File: src/rtl/tmr_ccu_pkg.sv
package tmr_ccu_pkg;

  typedef enum logic {
    CC_CMP = 1'b0,
    CC_CAP = 1'b1
  } cc_mode_e;

  // packed LSB first in the register word: mode[0], en[1], pre_en[2], psc[4:3]
  typedef struct packed {
    logic [1:0] psc;
    logic       pre_en;
    logic       en;
    cc_mode_e   mode;
  } ch_cfg_t;

  localparam int CFG_W = $bits(ch_cfg_t);

endpackage

File: src/rtl/tmr_ccu_psc.sv
module tmr_ccu_psc #(
  parameter int DIV_W = 2
) (
  input  logic             clk_i,
  input  logic             rst_ni,
  input  logic             en_i,
  input  logic             clr_i,
  input  logic [DIV_W-1:0] div_i,
  input  logic             edge_i,
  output logic             evt_o
);

  localparam int PW = (1 << DIV_W) - 1;

  logic [PW-1:0] cnt_q;
  logic [PW:0]   lim_w;

  // edges per event minus one: 2**div - 1
  assign lim_w = ((PW + 1)'(1) << div_i) - (PW + 1)'(1);
  assign evt_o = en_i && edge_i && (cnt_q == lim_w[PW-1:0]);

  always_ff @(posedge clk_i or negedge rst_ni) begin
    if (!rst_ni)          cnt_q <= '0;
    else if (clr_i || !en_i) cnt_q <= '0;
    else if (evt_o)       cnt_q <= '0;
    else if (edge_i)      cnt_q <= cnt_q + PW'(1);
  end

endmodule

File: src/rtl/tmr_ccu_chan.sv
module tmr_ccu_chan
  import tmr_ccu_pkg::*;
#(
  parameter int CNT_W = 16
) (
  input  logic             clk_i,
  input  logic             rst_ni,
  input  ch_cfg_t          cfg_i,
  input  logic             cfg_wr_i,
  input  logic [CNT_W-1:0] cnt_i,
  input  logic             edge_i,
  input  logic             upd_i,
  input  logic             ccr_wr_i,
  input  logic [CNT_W-1:0] wdata_i,
  input  logic             sw_gen_i,
  input  logic             clr_ccif_i,
  input  logic             clr_ocf_i,
  output logic [CNT_W-1:0] ccr_o,
  output logic [CNT_W-1:0] shadow_o,
  output logic             cap_evt_o,
  output logic             match_o,
  output logic             ccif_o,
  output logic             ocf_o
);

  logic             cap_mode;
  logic             edge_evt;
  logic             cmp_hit;
  logic [CNT_W-1:0] pre_q, sh_q;
  logic             ccif_q, ocf_q;

  assign cap_mode = (cfg_i.mode == CC_CAP);

  tmr_ccu_psc #(.DIV_W(2)) u_psc (
    .clk_i  (clk_i),
    .rst_ni (rst_ni),
    .en_i   (cap_mode && cfg_i.en),
    .clr_i  (cfg_wr_i),
    .div_i  (cfg_i.psc),
    .edge_i (edge_i),
    .evt_o  (edge_evt)
  );

  assign cap_evt_o = cap_mode && (edge_evt || sw_gen_i);
  assign cmp_hit   = !cap_mode && cfg_i.en && (cnt_i == sh_q);
  assign match_o   = cmp_hit || (!cap_mode && sw_gen_i);

  always_ff @(posedge clk_i or negedge rst_ni) begin
    if (!rst_ni) begin
      pre_q <= '0;
      sh_q  <= '0;
    end else if (cap_evt_o) begin
      pre_q <= cnt_i;
      sh_q  <= cnt_i;
    end else begin
      if (ccr_wr_i) pre_q <= wdata_i;
      if (!cap_mode) begin
        if (ccr_wr_i && !cfg_i.pre_en)   sh_q <= wdata_i;
        else if (upd_i && cfg_i.pre_en)  sh_q <= pre_q;
      end
    end
  end

  // set beats clear
  always_ff @(posedge clk_i or negedge rst_ni) begin
    if (!rst_ni) begin
      ccif_q <= 1'b0;
      ocf_q  <= 1'b0;
    end else begin
      ccif_q <= (cap_evt_o || match_o) || (ccif_q && !clr_ccif_i);
      ocf_q  <= (cap_evt_o && ccif_q) || (ocf_q && !clr_ocf_i);
    end
  end

  assign ccr_o    = pre_q;
  assign shadow_o = sh_q;
  assign ccif_o   = ccif_q;
  assign ocf_o    = ocf_q;

endmodule

File: src/rtl/tmr_ccu.sv
module tmr_ccu
  import tmr_ccu_pkg::*;
#(
  parameter int  NUM_CH = 4,
  parameter int  CNT_W  = 16,
  localparam int ADDR_W = $clog2(2 * NUM_CH + 2)
) (
  input  logic              clk_i,
  input  logic              rst_ni,
  input  logic [CNT_W-1:0]  cnt_i,
  input  logic              upd_evt_i,
  input  logic [NUM_CH-1:0] edge_i,
  input  logic              reg_wr_i,
  input  logic [ADDR_W-1:0] reg_addr_i,
  input  logic [CNT_W-1:0]  reg_wdata_i,
  output logic [CNT_W-1:0]  reg_rdata_o,
  output logic [NUM_CH-1:0] match_o,
  output logic [NUM_CH-1:0] ccif_o,
  output logic [NUM_CH-1:0] ocf_o
);

  localparam int A_VAL  = NUM_CH;
  localparam int A_STAT = 2 * NUM_CH;
  localparam int A_GEN  = 2 * NUM_CH + 1;

  ch_cfg_t          cfg_q    [NUM_CH];
  logic [CNT_W-1:0] ccr_q    [NUM_CH];
  logic [CNT_W-1:0] shadow_q [NUM_CH];
  logic [NUM_CH-1:0] cap_evt;
  logic              stat_wr, gen_wr;

  assign stat_wr = reg_wr_i && (reg_addr_i == ADDR_W'(A_STAT));
  assign gen_wr  = reg_wr_i && (reg_addr_i == ADDR_W'(A_GEN));

  for (genvar i = 0; i < NUM_CH; i++) begin : g_ch
    logic cfg_wr, ccr_wr;

    assign cfg_wr = reg_wr_i && (reg_addr_i == ADDR_W'(i));
    assign ccr_wr = reg_wr_i && (reg_addr_i == ADDR_W'(A_VAL + i));

    always_ff @(posedge clk_i or negedge rst_ni) begin
      if (!rst_ni)     cfg_q[i] <= '0;
      else if (cfg_wr) cfg_q[i] <= ch_cfg_t'(reg_wdata_i[CFG_W-1:0]);
    end

    tmr_ccu_chan #(.CNT_W(CNT_W)) u_chan (
      .clk_i      (clk_i),
      .rst_ni     (rst_ni),
      .cfg_i      (cfg_q[i]),
      .cfg_wr_i   (cfg_wr),
      .cnt_i      (cnt_i),
      .edge_i     (edge_i[i]),
      .upd_i      (upd_evt_i),
      .ccr_wr_i   (ccr_wr),
      .wdata_i    (reg_wdata_i),
      .sw_gen_i   (gen_wr && reg_wdata_i[i]),
      .clr_ccif_i (stat_wr && reg_wdata_i[i]),
      .clr_ocf_i  (stat_wr && reg_wdata_i[NUM_CH+i]),
      .ccr_o      (ccr_q[i]),
      .shadow_o   (shadow_q[i]),
      .cap_evt_o  (cap_evt[i]),
      .match_o    (match_o[i]),
      .ccif_o     (ccif_o[i]),
      .ocf_o      (ocf_o[i])
    );
  end

  always_comb begin
    reg_rdata_o = '0;
    for (int i = 0; i < NUM_CH; i++) begin
      if (reg_addr_i == ADDR_W'(i))
        reg_rdata_o = {{(CNT_W-CFG_W){1'b0}}, cfg_q[i]};
      if (reg_addr_i == ADDR_W'(A_VAL + i))
        reg_rdata_o = ccr_q[i];
    end
    if (reg_addr_i == ADDR_W'(A_STAT))
      reg_rdata_o = {{(CNT_W-2*NUM_CH){1'b0}}, ocf_o, ccif_o};
  end

endmodule

File: config.mk
export PLATFORM = sky130hd
export DESIGN_NAME = tmr_ccu
export DESIGN_NICKNAME = d
export VERILOG_FILES = /design/src/rtl/tmr_ccu_pkg.sv /design/src/rtl/tmr_ccu_psc.sv /design/src/rtl/tmr_ccu_chan.sv /design/src/rtl/tmr_ccu.sv
export SDC_FILE = /design/constraint.sdc
export NUM_CORES = 1
export LEC_CHECK = 0
export ABC_AREA = 0
export CAP_MARGIN = 30
export CELL_PAD_IN_SITES_DETAIL_PLACEMENT = 0
export CELL_PAD_IN_SITES_GLOBAL_PLACEMENT = 1
export CORE_AREA = 2 2 164 166
export CTS_BUF_LIST = sky130_fd_sc_hd__clkbuf_8
export DETAILED_ROUTE_END_ITERATION = 8
export DIE_AREA = 0 0 166 168
export DONT_BUFFER_PORTS = 1
export PLACE_DENSITY_LB_ADDON = 0.1
export REMOVE_ABC_BUFFERS = 1
export SLEW_MARGIN = 20
export SYNTH_ARGS = -nofsm -noshare
export SYNTH_HDL_FRONTEND = slang
export SYNTH_SLANG_ARGS = --single-unit
File: constraint.sdc
create_clock -name clk_i -period 3.2 [get_ports clk_i]
set_clock_uncertainty 0.15 [all_clocks]
set_input_delay 0.64 -clock clk_i [delete_from_list [all_inputs] [get_ports clk_i]]
set_output_delay 0.64 -clock clk_i [all_outputs]
set_load 0.02 [all_outputs]
==> impl_metrics.tcl, run 1 <==
set metrics [dict create \
    violations "hold timing" \
    synth_area_leader_cell "dfrtp_1" \
    post-route-min-period_ps 2880 \
    async_flop_share_pct 100 \
    ys_seq_area_share_pct 40.8 \
    num_antenna_cells 0 \
    fmax_ghz 0.347 \
    avgSynthCellArea_um2 9.73 \
    grt_pass1_wl_mm 52.0 \
    crit_required_ps 2410 \
    leakage_nw 4.69 \
    power.density_mw_per_mm2 753 \
    hp-class "input pin to async pin" \
    ant_nets 0 \
    endpoint "match_o[1]" \
    reg2reg_slack_ps 820 \
    grt_max_degree 169 \
    drt-total-wl_mm 34.0 \
    clock_sinks 168 \
    reg2regPathDepth 6 \
    htreeDepth 4 \
    cts_buffer_depth 2 \
    placementRows 60 \
    outcome "complete, but fails checks" \
    fin_ws_ps 315 \
    ir_worst_vdd_mv 0.281 \
    cts.clk_slew.worst_paths_ps 100 \
    hpwl_mm 23.5 \
    syn_inst 1058 \
    worst_slew_pin_slew_ps 786 \
    routed_via_density 5.95 \
    root_buffer "clkbuf_8" \
    drtIter0Drc 637 \
    layout-drive-gt1-share_pct 15.3 \
    drcViolationCount 0 \
    antenna_found_initial 0 \
    wl_per_cell_um 25.0 \
    whs_ps -283 \
    ys_seq_elements 168 \
    io_buffers 0 \
    crit_path_start_kind "flop" \
    dp_slack_ps 322 \
    synth_edf_count 0 \
    critPathCaptureType "output port" \
    synth_top_area_share_pct 40.8 \
    synth_common_cells "168 x dfrtp_1, 103 x nand2_1, 73 x nor2_1" \
    ys_warn_count 0 \
    drv_slew 0 \
    syn2layout_area_growth_pct 6.04 \
    synthDistinctLibCells 69 \
    die-area_mm2 0.0279 \
    pin_count 72 \
    vias 8099 \
    setup_viol 0 \
    relSlewSlack_pct 47.6 \
    crit_arrival_ps 2090 \
    setup.worst_path.class "flop to output port" \
    dr.pass1.iters 6 \
    cts-resized-gates 0 \
    r2r-start "g_ch[0].u_chan.u_psc.cnt_q[0]" \
    r2r_end "g_ch[0].u_chan.ccr_o[7]" \
    start_util_pct 39.1 \
    place.gp.congestion 0.830 \
    gr-total-overflow 0 \
    cp_max_fo 2 \
    core-area_mm2 0.0264 \
    cts-buffers-inserted 17 \
    setup_tns_ps 0 \
    yosysMostFrequentCell "dfrtp_1" \
    track_usage_pct 24.4 \
    synth_area_leaders "dfrtp_1 41%, mux2_2 7.4%, mux2i_1 4.3%" \
    cts_tree "yes" \
    rsz0062_at_grt "false" \
    post-route-period-util_pct 90.2 \
    die_w_um 166 \
    die_h_um 168 \
    max-cap-violations 0 \
    grt_pass1_vias 8019 \
    hold_violations 168 \
    synth_ff_type "dfrtp_1" \
    clk_latency_ps 460 \
    syn_area_mm2 0.0103 \
    crit_start "g_ch[1].u_chan.shadow_o[14]" \
    nets 1056 \
    post-cts-setup-buffer-count 0 \
]
## state kept, by name, summed over array words and instances (netlist names)
name,flops
g_ch.u_chan.ccr_o,64
cfg_q,20
g_ch.u_chan.u_psc.cnt_q,12
g_ch.u_chan.ccif_o,4
g_ch.u_chan.shadow_o,64
g_ch.u_chan.ocf_o,4
## how the worst min path moves through the flow
stage	to	slack (ps)
global placement	g_ch[0].u_chan.shadow_o[8]	200
detailed placement	g_ch[0].u_chan.shadow_o[8]	200
finish	g_ch[0].u_chan.shadow_o[11]	-280
CTS	g_ch[0].u_chan.shadow_o[6]	-310
floorplan	cfg_q[0]	190
global route	g_ch[0].u_chan.shadow_o[11]	-330
## worst max-delay path, cell delays in order (launching register included)
cell and delay, ps:
dfrtp_1 410, xor2_1 150, nor4_1 520, nand4_1 200, o21ai_0 160, buf_4 200
## cell type report
| class | instances | area, um^2 |
|---|---|---|
| Timing Repair Buffer | 39 | 293 |
| Multi-Input combinational cell | 776 | 5560 |
| Inverter | 6 | 22.5 |
| Clock buffer | 19 | 262 |
| Fill cell | 2604 | 15400 |
| Clock inverter | 12 | 153 |
| Sequential cell | 168 | 4200 |
| Tap cell | 341 | 427 |
## placed cells by master, fill, tap and decap left out, drive strengths merged, types with 5 or more instances in the layout
master,n
dfrtp,168
nand2,105
mux2,82
nor2,73
a21oi,65
xor2,50
mux2i,44
buf,39
o21ai,38
nand3,34
a32oi,32
o2bb2ai,32
xnor2,23
a2bb2oi,19
clkbuf,19
a22o,18
a221o,16
nor3,13
a222oi,11
nand4,11
nor4,11
nand2b,10
o22ai,10
a22oi,8
inv,8
a31oi,7
and2,6
nand3b,6
and3b,5
and3,5
nor2b,5
clkinv,5
nor3b,5
## per-stage QoR
stage               area, um^2  util (%)  total power, mW  cells
floorplan                 9770         -             5.67    950
global placement         10500      39.9             6.59   1330
detailed placement       10500      39.9             6.61   1330
CTS                      10900      41.4             8.28   1361
global route             10900      41.4             8.72   1361
finish                   10900      41.4             8.22   1361
## cells by family after synthesis
logic type | share of synthesized area (%)
AND/OR/NAND/NOR | 14.3
AO/OA/AOI/OAI | 19.6
flip-flops | 40.8
multiplexers | 13.2
buffers and inverters | 5.31
XOR/XNOR | 6.21
adder cells (fa/ha/maj) | 0.486
## power by group
part	total, mW	internal (mW)	switching, mW
sequential	4.03	3.04	0.999
combinational	2.53	1.29	1.24
clock	1.66	0.809	0.846
total	8.22	5.14	3.09
## layer usage
metal  GRT usage [%]  up-vias  part of all wire (%)
met5               0        -                     0
met4            4.31        0                  0.78
met3            4.11       17                   5.1
met2            40.4      202                    48
met1            34.1     4090                    46
li1                -     3790                     -
(Power assumes the default switching activity.)
==> run 2, diff against run 1 <==
--- a/config.mk
+++ b/config.mk
@@ -9,10 +9,10 @@
 export CAP_MARGIN = 30
 export CELL_PAD_IN_SITES_DETAIL_PLACEMENT = 0
 export CELL_PAD_IN_SITES_GLOBAL_PLACEMENT = 1
-export CORE_AREA = 2 2 164 166
+export CORE_AREA = 2 2 180 182
 export CTS_BUF_LIST = sky130_fd_sc_hd__clkbuf_8
 export DETAILED_ROUTE_END_ITERATION = 8
-export DIE_AREA = 0 0 166 168
+export DIE_AREA = 0 0 182 184
 export DONT_BUFFER_PORTS = 1
 export PLACE_DENSITY_LB_ADDON = 0.1
 export REMOVE_ABC_BUFFERS = 1
==> impl_metrics.tcl, run 2 (synthesized netlist as in run 1, its figures left out) <==
set metrics [dict create \
    outcome "complete, but fails checks" \
    violations "hold timing" \
    root_buffer "clkbuf_8" \
    fmax_ghz 0.342 \
    drt-total-wl_mm 36.1 \
    worst_slew_pin_slew_ps 813 \
    r2r_end "g_ch[0].u_chan.ccr_o[14]" \
    path_delay_family "simple AND/OR/NAND/NOR gates" \
    path_cells "xor2_1, nor4_1, nand4_1, o21ai_0, buf_4" \
    vias 8112 \
    post-route-min-period_ps 2920 \
    power_frac_clock_pct 18.6 \
    nets 1056 \
    drcViolationCount 0 \
    fin_ws_ps 279 \
    syn2layout_area_growth_pct 6.24 \
    hold_violations 168 \
    reg2reg_slack_ps 800 \
    critPathCaptureType "output port" \
    pin_count 72 \
    dp.cells 1391 \
    grt_max_degree 169 \
    num_antenna_cells 0 \
    ant_nets 0 \
    cts_tree "yes" \
    hpwl_mm 24.9 \
    die_h_um 184 \
    fillers 3266 \
    io_buffers 0 \
    leakage_nw 4.68 \
    r2r-start "g_ch[0].u_chan.u_psc.cnt_q[0]" \
    drtIter0Drc 526 \
    relSlewSlack_pct 45.0 \
    routed_via_density 5.71 \
    path_buf_inv 1 \
    rsz0062_at_grt "false" \
    pwr-share-seq_pct 49.8 \
    antenna_found_initial 1 \
    post-route-period-util_pct 91.3 \
    core-area_mm2 0.0314 \
    drv_slew 0 \
    crit_path_start_kind "flop" \
    p_sw_share_pct 38.0 \
    whs_ps -290 \
    cts_buffer_depth 2 \
    place.gp.congestion 0.798 \
    power.density_mw_per_mm2 742 \
    cp_slowest_cell "nor4_1" \
    cts-buffers-inserted 17 \
    grt_pass1_wl_mm 55.3 \
    setup.worst_path.class "flop to output port" \
    gr-total-overflow 0 \
    die-area_mm2 0.0335 \
    fin_cells 1420 \
    setup_viol 0 \
    start_util_pct 32.8 \
    p_switching_mw 3.09 \
    p_int_mw 5.03 \
    layout_commonest_cell "dfrtp_1" \
    placementRows 65 \
    cp.depth 5 \
    cts.clk_slew.worst_paths_ps 90 \
    crit_required_ps 2410 \
    reg2regPathDepth 6 \
    max-cap-violations 0 \
    setup_tns_ps 0 \
    htreeDepth 4 \
    most-common-layout-cells "168 x dfrtp_1, 103 x nand2_1, 73 x nor2_1" \
    die_w_um 182 \
    dp_slack_ps 315 \
    clock_sinks 168 \
    utilization_pct 34.8 \
    track_usage_pct 22.2 \
    layout-drive-gt1-share_pct 14.9 \
    ir_worst_vdd_mv 0.261 \
    dr.pass1.iters 6 \
    crit_arrival_ps 2130 \
    grt_pass1_vias 8242 \
    wl_per_cell_um 25.4 \
    cpPeakStageDelay_ps 470 \
    hp-class "input pin to async pin" \
    cp_max_fo 2 \
    p_comb_share_pct 31.6 \
    clk_latency_ps 480 \
]
[run 2: changes by cell type in the layout (fill, tap and decap cells not counted)]
cell / change
clkbuf_8: +3
clkinv_4: -3
bufinv_16: -2
clkinvlp_4: -2
inv_1: +2
clkinv_2: +1
inv_6: -1
[run 2: worst max path at each step]
stage                                           start                   end  slack, ps
final                     g_ch[2].u_chan.shadow_o[11]            match_o[2]        280
after global routing      g_ch[2].u_chan.shadow_o[13]            match_o[2]        100
after CTS                 g_ch[2].u_chan.shadow_o[11]            match_o[2]        160
after detailed placement                reg_addr_i[3]        reg_rdata_o[5]        310
after global placement                  reg_addr_i[3]        reg_rdata_o[5]        340
after floorplan                         reg_addr_i[3]  g_ch[3].u_chan.ocf_o        370
[run 2: layer usage]
layer	vias up	track usage, %	wire length (um)
li1	3803	-	-
met1	4124	31.0	17000
met2	154	36.1	17200
met3	31	3.45	1310
met4	0	5.61	549
met5	-	0	0
[run 2: worst reg2reg max path, cell delays in order (launching register included)]
cell      delay [ps]
dfrtp_1          400
inv_1             90
a2111o_1         450
a211oi_4         380
a21o_1           130
buf_4            290
mux2_2           400
[run 2: cell type report]
cell class	instances	area [um^2]	area share (%)
sequential	168	4200	38.4
clock inverter	7	55.1	0.503
inverter	6	22.5	0.206
clock buffer	22	303	2.77
timing repair buffer	39	293	2.68
multi-input combinational	776	5560	50.8
tap	402	503	4.60
[run 2: power groups by stage]
stage,Combinational (mW),Sequential (mW),Clock [mW]
finish,2.57,4.04,1.51
global route,2.88,4.16,1.65
CTS,2.60,4.04,1.57
detailed placement,2.59,4.08,0
global placement,2.57,4.09,0
floorplan,1.93,3.74,0
[run 2: repair_timing]
item / in CTS / in global routing
buffers inserted: 0 / 0
gates resized for setup: 0 / 0
endpoints found under the hold margin: 168 / 168
[run 2: through the flow]
stage          area, um^2  power (mW)
6_report            10900        8.11
4_1_cts             10900        8.21
5_1_grt             10900        8.70
3_5_place_dp        10600        6.67
3_3_place_gp        10600        6.66
2_1_floorplan        9770        5.67
